### src/rtl/spi_tmg_pkg.sv
package spi_tmg_pkg;

    localparam int ATTR_W = 24;
    localparam int LEN_W  = 4;
    localparam int EDGE_W = LEN_W + 2;
    localparam int HALF_W = 17;
    localparam int DLY_W  = 19;
    localparam int CNT_W  = DLY_W;

    typedef enum logic [2:0] {
        ST_IDLE,
        ST_LEAD,
        ST_XFER,
        ST_TRAIL,
        ST_GAP
    } tmg_state_e;

    typedef struct packed {
        logic [HALF_W-1:0] half;
        logic [DLY_W-1:0]  lead;
        logic [DLY_W-1:0]  trail;
        logic [DLY_W-1:0]  gap;
    } tmg_counts_t;

    typedef struct packed {
        tmg_state_e        st;
        logic [CNT_W-1:0]  cnt;
        logic [EDGE_W-1:0] edge_n;
        logic [EDGE_W-1:0] edge_tot;
        tmg_counts_t       cfg;
        logic              pha;
        logic              keep;
        logic              sck;
        logic              cs;
        logic              smp;
        logic              shf;
        logic              done;
    } core_regs_t;

    // Odd multiplier 1/3/5/7 times 2^(sc+1)
    function automatic logic [DLY_W-1:0] delay_cycles(input logic [1:0] pre,
                                                      input logic [3:0] sc);
        logic [2:0] mult;
        mult = {pre, 1'b1};
        return DLY_W'(mult) << ({1'b0, sc} + 5'd1);
    endfunction

    // Half of the SCK period: prime prescaler times half the scaler
    function automatic logic [HALF_W-1:0] half_period(input logic [1:0] pre,
                                                      input logic [3:0] sc);
        logic [HALF_W-1:0] p;
        logic [HALF_W-1:0] s;
        case (pre)
            2'd0:    p = HALF_W'(2);
            2'd1:    p = HALF_W'(3);
            2'd2:    p = HALF_W'(5);
            default: p = HALF_W'(7);
        endcase
        if (sc < 4'd4) s = HALF_W'(sc) + HALF_W'(1);
        else           s = HALF_W'(1) << (sc - 4'd1);
        return p * s;
    endfunction

endpackage

### src/rtl/spi_tmg_decode.sv
module spi_tmg_decode
    import spi_tmg_pkg::*;
(
    input  logic [ATTR_W-1:0] attr,
    output tmg_counts_t       counts
);
    localparam int N_DLY = 3;

    logic [DLY_W-1:0] dly [N_DLY];

    // Delay g: prescaler at 23-2g, scaler at 15-4g (lead, trail, gap)
    for (genvar g = 0; g < N_DLY; g++) begin : g_dly
        assign dly[g] = delay_cycles(attr[22-2*g +: 2], attr[12-4*g +: 4]);
    end

    assign counts.half  = half_period(attr[17:16], attr[3:0]);
    assign counts.lead  = dly[0];
    assign counts.trail = dly[1];
    assign counts.gap   = dly[2];

endmodule

### src/rtl/spi_tmg_core.sv
module spi_tmg_core
    import spi_tmg_pkg::*;
(
    input  logic             clk,
    input  logic             rst_n,
    input  logic             start,
    input  tmg_counts_t      counts_in,
    input  logic             cpol,
    input  logic             cpha,
    input  logic [LEN_W-1:0] len_m1,
    input  logic             keep,
    output logic             sck,
    output logic             cs,
    output logic             sample,
    output logic             shift,
    output logic             done,
    output logic             busy
);
    core_regs_t r_d, r_q;
    logic       expire;
    logic       leading;

    always_comb begin
        r_d      = r_q;
        r_d.smp  = 1'b0;
        r_d.shf  = 1'b0;
        r_d.done = 1'b0;
        expire   = (r_q.cnt == '0);
        leading  = ~r_q.edge_n[0];
        unique case (r_q.st)
            ST_IDLE: begin
                r_d.sck = cpol;
                if (start) begin
                    r_d.st       = ST_LEAD;
                    r_d.cfg      = counts_in;
                    r_d.pha      = cpha;
                    r_d.keep     = keep;
                    r_d.edge_n   = '0;
                    r_d.edge_tot = (EDGE_W'(len_m1) + EDGE_W'(1)) << 1;
                    r_d.cs       = 1'b1;
                    r_d.cnt      = CNT_W'(counts_in.lead) - CNT_W'(1);
                end
            end
            ST_LEAD, ST_XFER: begin
                if (expire) begin
                    r_d.sck    = ~r_q.sck;
                    r_d.edge_n = r_q.edge_n + EDGE_W'(1);
                    r_d.smp    = leading ^ r_q.pha;
                    r_d.shf    = ~(leading ^ r_q.pha);
                    if (r_q.edge_n + EDGE_W'(1) == r_q.edge_tot) begin
                        r_d.st  = ST_TRAIL;
                        r_d.cnt = CNT_W'(r_q.cfg.trail) - CNT_W'(1);
                    end else begin
                        r_d.st  = ST_XFER;
                        r_d.cnt = CNT_W'(r_q.cfg.half) - CNT_W'(1);
                    end
                end else begin
                    r_d.cnt = r_q.cnt - CNT_W'(1);
                end
            end
            ST_TRAIL: begin
                if (expire) begin
                    r_d.cs  = r_q.keep;
                    r_d.st  = ST_GAP;
                    r_d.cnt = CNT_W'(r_q.cfg.gap) - CNT_W'(1);
                end else begin
                    r_d.cnt = r_q.cnt - CNT_W'(1);
                end
            end
            ST_GAP: begin
                if (expire) begin
                    r_d.st   = ST_IDLE;
                    r_d.done = 1'b1;
                end else begin
                    r_d.cnt = r_q.cnt - CNT_W'(1);
                end
            end
            default: r_d.st = ST_IDLE;
        endcase
    end

    always_ff @(posedge clk or negedge rst_n) begin
        if (!rst_n) begin
            r_q    <= '0;
            r_q.st <= ST_IDLE;
        end else begin
            r_q <= r_d;
        end
    end

    assign sck    = r_q.sck;
    assign cs     = r_q.cs;
    assign sample = r_q.smp;
    assign shift  = r_q.shf;
    assign done   = r_q.done;
    assign busy   = (r_q.st != ST_IDLE);


    strobe_excl_chk: assert property (@(posedge clk) disable iff (!rst_n)
        $onehot0({r_q.smp, r_q.shf}));


    strobe_on_edge_chk: assert property (@(posedge clk) disable iff (!rst_n)
        (r_q.smp || r_q.shf) |-> (r_q.sck != $past(r_q.sck)));


    strobe_cs_chk: assert property (@(posedge clk) disable iff (!rst_n)
        (r_q.smp || r_q.shf) |-> r_q.cs);


    quiet_tail_chk: assert property (@(posedge clk) disable iff (!rst_n)
        ((r_q.st inside {ST_TRAIL, ST_GAP}) && ($past(r_q.st) inside {ST_TRAIL, ST_GAP}))
        |-> $stable(r_q.sck));


    done_single_chk: assert property (@(posedge clk) disable iff (!rst_n)
        r_q.done |=> !r_q.done);


    done_idle_chk: assert property (@(posedge clk) disable iff (!rst_n)
        r_q.done |-> (r_q.st == ST_IDLE));


    start_busy_chk: assert property (@(posedge clk) disable iff (!rst_n)
        (start && (r_q.st inside {ST_XFER, ST_TRAIL, ST_GAP})) |=> (r_q.st != ST_LEAD));

endmodule

### src/rtl/spi_frame_timer.sv
module spi_frame_timer
    import spi_tmg_pkg::*;
(
    input  logic              clk,
    input  logic              rst_n,
    input  logic              start_i,
    input  logic [ATTR_W-1:0] attr_i,
    input  logic              cpol_i,
    input  logic              cpha_i,
    input  logic [LEN_W-1:0]  len_m1_i,
    input  logic              keep_i,
    output logic              sck_o,
    output logic              cs_o,
    output logic              sample_o,
    output logic              shift_o,
    output logic              done_o,
    output logic              busy_o
);
    tmg_counts_t counts;

    spi_tmg_decode u_decode (
        .attr   (attr_i),
        .counts (counts)
    );

    spi_tmg_core u_core (
        .clk       (clk),
        .rst_n     (rst_n),
        .start     (start_i),
        .counts_in (counts),
        .cpol      (cpol_i),
        .cpha      (cpha_i),
        .len_m1    (len_m1_i),
        .keep      (keep_i),
        .sck       (sck_o),
        .cs        (cs_o),
        .sample    (sample_o),
        .shift     (shift_o),
        .done      (done_o),
        .busy      (busy_o)
    );

endmodule

### config.mk
export PLATFORM = sky130hd
export DESIGN_NAME = spi_frame_timer
export DESIGN_NICKNAME = d
export VERILOG_FILES = /design/src/rtl/spi_tmg_pkg.sv /design/src/rtl/spi_tmg_decode.sv /design/src/rtl/spi_tmg_core.sv /design/src/rtl/spi_frame_timer.sv
export SDC_FILE = /design/constraint.sdc
export NUM_CORES = 1
export LEC_CHECK = 0
export BUFFER_PORTS_ARGS = -buffer_cell sky130_fd_sc_hd__buf_4
export CAP_MARGIN = 30
export CORE_MARGIN = 5
export CORE_UTILIZATION = 60
export CTS_CLUSTER_SIZE = 25
export DETAILED_ROUTE_END_ITERATION = 16
export PLACE_DENSITY = 0.8
export RECOVER_POWER = 25
export SKIP_CTS_REPAIR_TIMING = 1
export SLEW_MARGIN = 30
export SYNTH_ARGS = -nofsm -noshare
export SYNTH_HDL_FRONTEND = slang
export SYNTH_SLANG_ARGS = --single-unit
### constraint.sdc
create_clock -name clk -period 3.65 [get_ports clk]
set_clock_uncertainty 0.05 [all_clocks]
set_input_delay 0.73 -clock clk [delete_from_list [all_inputs] [get_ports clk]]
set_output_delay 0.73 -clock clk [all_outputs]
set_load 0.02 [all_outputs]
==> flow_metrics.env <==
export IMPL_status="finished, violations left"
export IMPL_failed_checks="capacitance limit, slew limit, setup timing"
export IMPL_p_per_area_mw_per_mm2=675
export IMPL_start_util_pct=60.8
export IMPL_die_area_mm2=0.0165
export IMPL_synth_warning_count=0
export IMPL_grt_pass1_wl_mm=37.7
export IMPL_grt_busiest_layer="met2"
export IMPL_synth_area_per_cell_um2=7.78
export IMPL_gr_usage_met1_pct=38.6
export IMPL_postSynthCellCount=1081
export IMPL_fillers=1100
export IMPL_vias=8273
export IMPL_grt_overflow=0
export IMPL_required_ns=3.83
export IMPL_antenna_cells=0
export IMPL_fmax_mhz=273
export IMPL_synth_edf_count=0
export IMPL_cts_inserted_buffers=9
export IMPL_final_cell_mix="nand2_1, buf_4, nor2_1"
export IMPL_synth_ff_type="dfrtp_1"
export IMPL_grt_use_met2_pct=45.8
export IMPL_tightest_slew_ns=2.33
export IMPL_crit_path_start_kind="primary input"
export IMPL_path_clk_slew_ns=0.07
export IMPL_port_buffers=39
export IMPL_first_pass_iters=5
export IMPL_grt_max_degree=96
export IMPL_arrival_ns=3.85
export IMPL_die_h_um=128
export IMPL_synth_seq_cells=95
export IMPL_routed_via_density=6.09
export IMPL_hold_viol=0
export IMPL_fin_ws_ns=-0.0132
export IMPL_stdcell_count=1358
export IMPL_slew_limit_headroom_pct=-55.2
export IMPL_ff_latch_area_mm2=0.00238
export IMPL_synthesis_nets=1165
export IMPL_path_class="primary input to flip-flop"
export IMPL_cts_tree="yes"
export IMPL_final_common_cell="nand2_1"
export IMPL_drv_cap=1
export IMPL_drt_iter0_markers=613
export IMPL_period_share_pct=100
export IMPL_critPathMaxStageDelay_ns=0.47
export IMPL_hold_path_class="flip-flop to flip-flop"
export IMPL_area_growth_syn_to_layout_pct=19.3
export IMPL_htreeDepth=3
export IMPL_p_leak_nw=4.50
export IMPL_yosysUniqueCellTypes=74
export IMPL_multi_input_area_mm2=0.00589
export IMPL_crit_buf_inv=4
export IMPL_async_flop_share_pct=100
export IMPL_holdWs_ns=0.448
export IMPL_period_minus_slack_ns=3.66
export IMPL_grt_pass1_vias=7789
export IMPL_cp_max_fo=6
export IMPL_clockRootBuffer="clkbuf_16"
export IMPL_layout_drive_gt1_share_pct=18.3
export IMPL_wirelength_mm=23.3
export IMPL_end_kind="flip-flop"
export IMPL_clk_latency_ns=0.35
export IMPL_maxSlewViolCount=96
export IMPL_die_w_um=128
export IMPL_core_region_area_mm2=0.0138
export IMPL_synth_area_mm2=0.00841
export IMPL_drc=0
export IMPL_setup_violations_final=1
export IMPL_ioPinCount=40
export IMPL_clock_sinks=95
export IMPL_crit_family="compound AO/OA/AOI/OAI gates"
export IMPL_ys_seq_area_share_pct=28.3
export IMPL_gp_congestion=0.982
export IMPL_tns_ns=-0.0132
export IMPL_rsz0062_at_grt="yes"
export IMPL_place_ws_ns=-0.674
export IMPL_crit_path_top_delay_cell="fa_1"
export IMPL_fin_util_pct=72.6
export IMPL_nets=1257
export IMPL_routedWlPerCell_um=17.2
export IMPL_ir_worst_vdd_mv=0.339
export IMPL_use_met3_pct=4.36
export IMPL_dpl_cell_count=1335
export IMPL_drtAntennaViolNets=0
export IMPL_antenna_found_initial=0
export IMPL_rows=43
export IMPL_dp_hpwl_mm=17.4
export IMPL_cts_max_path_buffers=2
export IMPL_crit_path_cell_trace="buf_12 > inv_8 > buf_4 > ha_1 > a22oi_2 > nor2_1 > fa_1 > ha_2 > inv_2 > fa_2 > nor2b_2 > o21ai_2 > a21boi_2 > o41ai_2 > o211ai_1 > o41a_1 > xnor2_1 > o21ai_1"
export IMPL_grt_use_total_pct=28.2
through the flow:
step                      cell area (um2)  power, W
after global placement               9530   0.00551
after detailed placement             9530   0.00562
after floorplan                      8530   0.00455
after CTS                            9850   0.00670
after global routing                10000   0.00727
final                               10000   0.00678
worst register-to-register path, stage by stage (launching register included):
cell and delay, ns:
dfrtp_1 0.44, or4_1 0.62, nor4_1 0.46, nand4_1 0.27
buf_4 0.27, nand3_1 0.14, o21ai_1 0.19, buf_4 0.28
a221oi_1 0.29
cell families after synthesis:
logic type                 synth area share, %
and+or+nand+nor                           25.9
AOI/OAI and AO/OA                         21.5
DFF                                       28.3
buffers and inverters                     4.31
xor gates and xnor gates                  8.95
adders and majority gates                 8.78
muxes                                     2.35
cell usage after synthesis (35+ instances only):
| library cell | count | area share (%) |
|---|---|---|
| nor2_1 | 110 | 4.9 |
| a21oi_1 | 50 | 3.0 |
| dfrtp_1 | 95 | 28 |
| clkbuf_1 | 44 | 2.0 |
| inv_1 | 43 | 1.9 |
| xnor2_1 | 38 | 4.0 |
| nor3_1 | 37 | 2.2 |
| nand2_1 | 152 | 6.8 |
| o21ai_0 | 93 | 5.5 |
| xor2_1 | 48 | 5.0 |
| ha_1 | 35 | 5.2 |
| nand3_1 | 41 | 2.4 |
final cells by class:
| cell class | instances | share of cell area (%) |
|---|---|---|
| multi-input combinational | 892 | 58.7 |
| sequential | 95 | 23.7 |
| timing repair buffer | 132 | 10.3 |
| clock buffer | 11 | 2.42 |
| tap | 180 | 2.24 |
| inverter | 43 | 1.81 |
| clock inverter | 5 | 0.860 |
metal layers:
metal  part of all wire (%)  up-vias
met4                    3.4        0
li1                       -     4037
met2                     47      324
met5                      0        -
met1                     43     3858
met3                    7.1       54
where the power goes:
group	leakage (nW)	internal, W	switching, W
logic	3.09	0.00160	0.00219
clock network	0.161	0.000627	0.000421
registers	1.25	0.00144	0.000506
total	4.50	0.00366	0.00311
registers in the layout, indices dropped and copies added (netlist names):
register       cells
u_core.cs          1
u_core.done        1
u_core.r_q        90
u_core.sample      1
u_core.sck         1
u_core.shift       1
final timing paths:
path / startpoint / endpoint / slack, ns / cells past startpoint
max: attr_i[0] / u_core.r_q[80]$_DFFE_PN0P_ / -0.01 / 18
min: u_core.r_q[13]$_DFFE_PN0P_ / u_core.r_q[13]$_DFFE_PN0P_ / 0.45 / 2
max reg2reg: u_core.r_q[104]$_DFFE_PN0P_ / u_core.r_q[101]$_DFFE_PN0P_ / 0.53 / 8
max in group asynchronous: rst_n / u_core.r_q[103]$_DFFE_PN0P_ / 1.04 / 2
min reg2reg: u_core.r_q[13]$_DFFE_PN0P_ / u_core.r_q[13]$_DFFE_PN0P_ / 0.45 / 2
min in group asynchronous: rst_n / u_core.r_q[112]$_DFFE_PN0P_ / 1.12 / 2
Note: power is estimated with default switching activity, not from simulation.
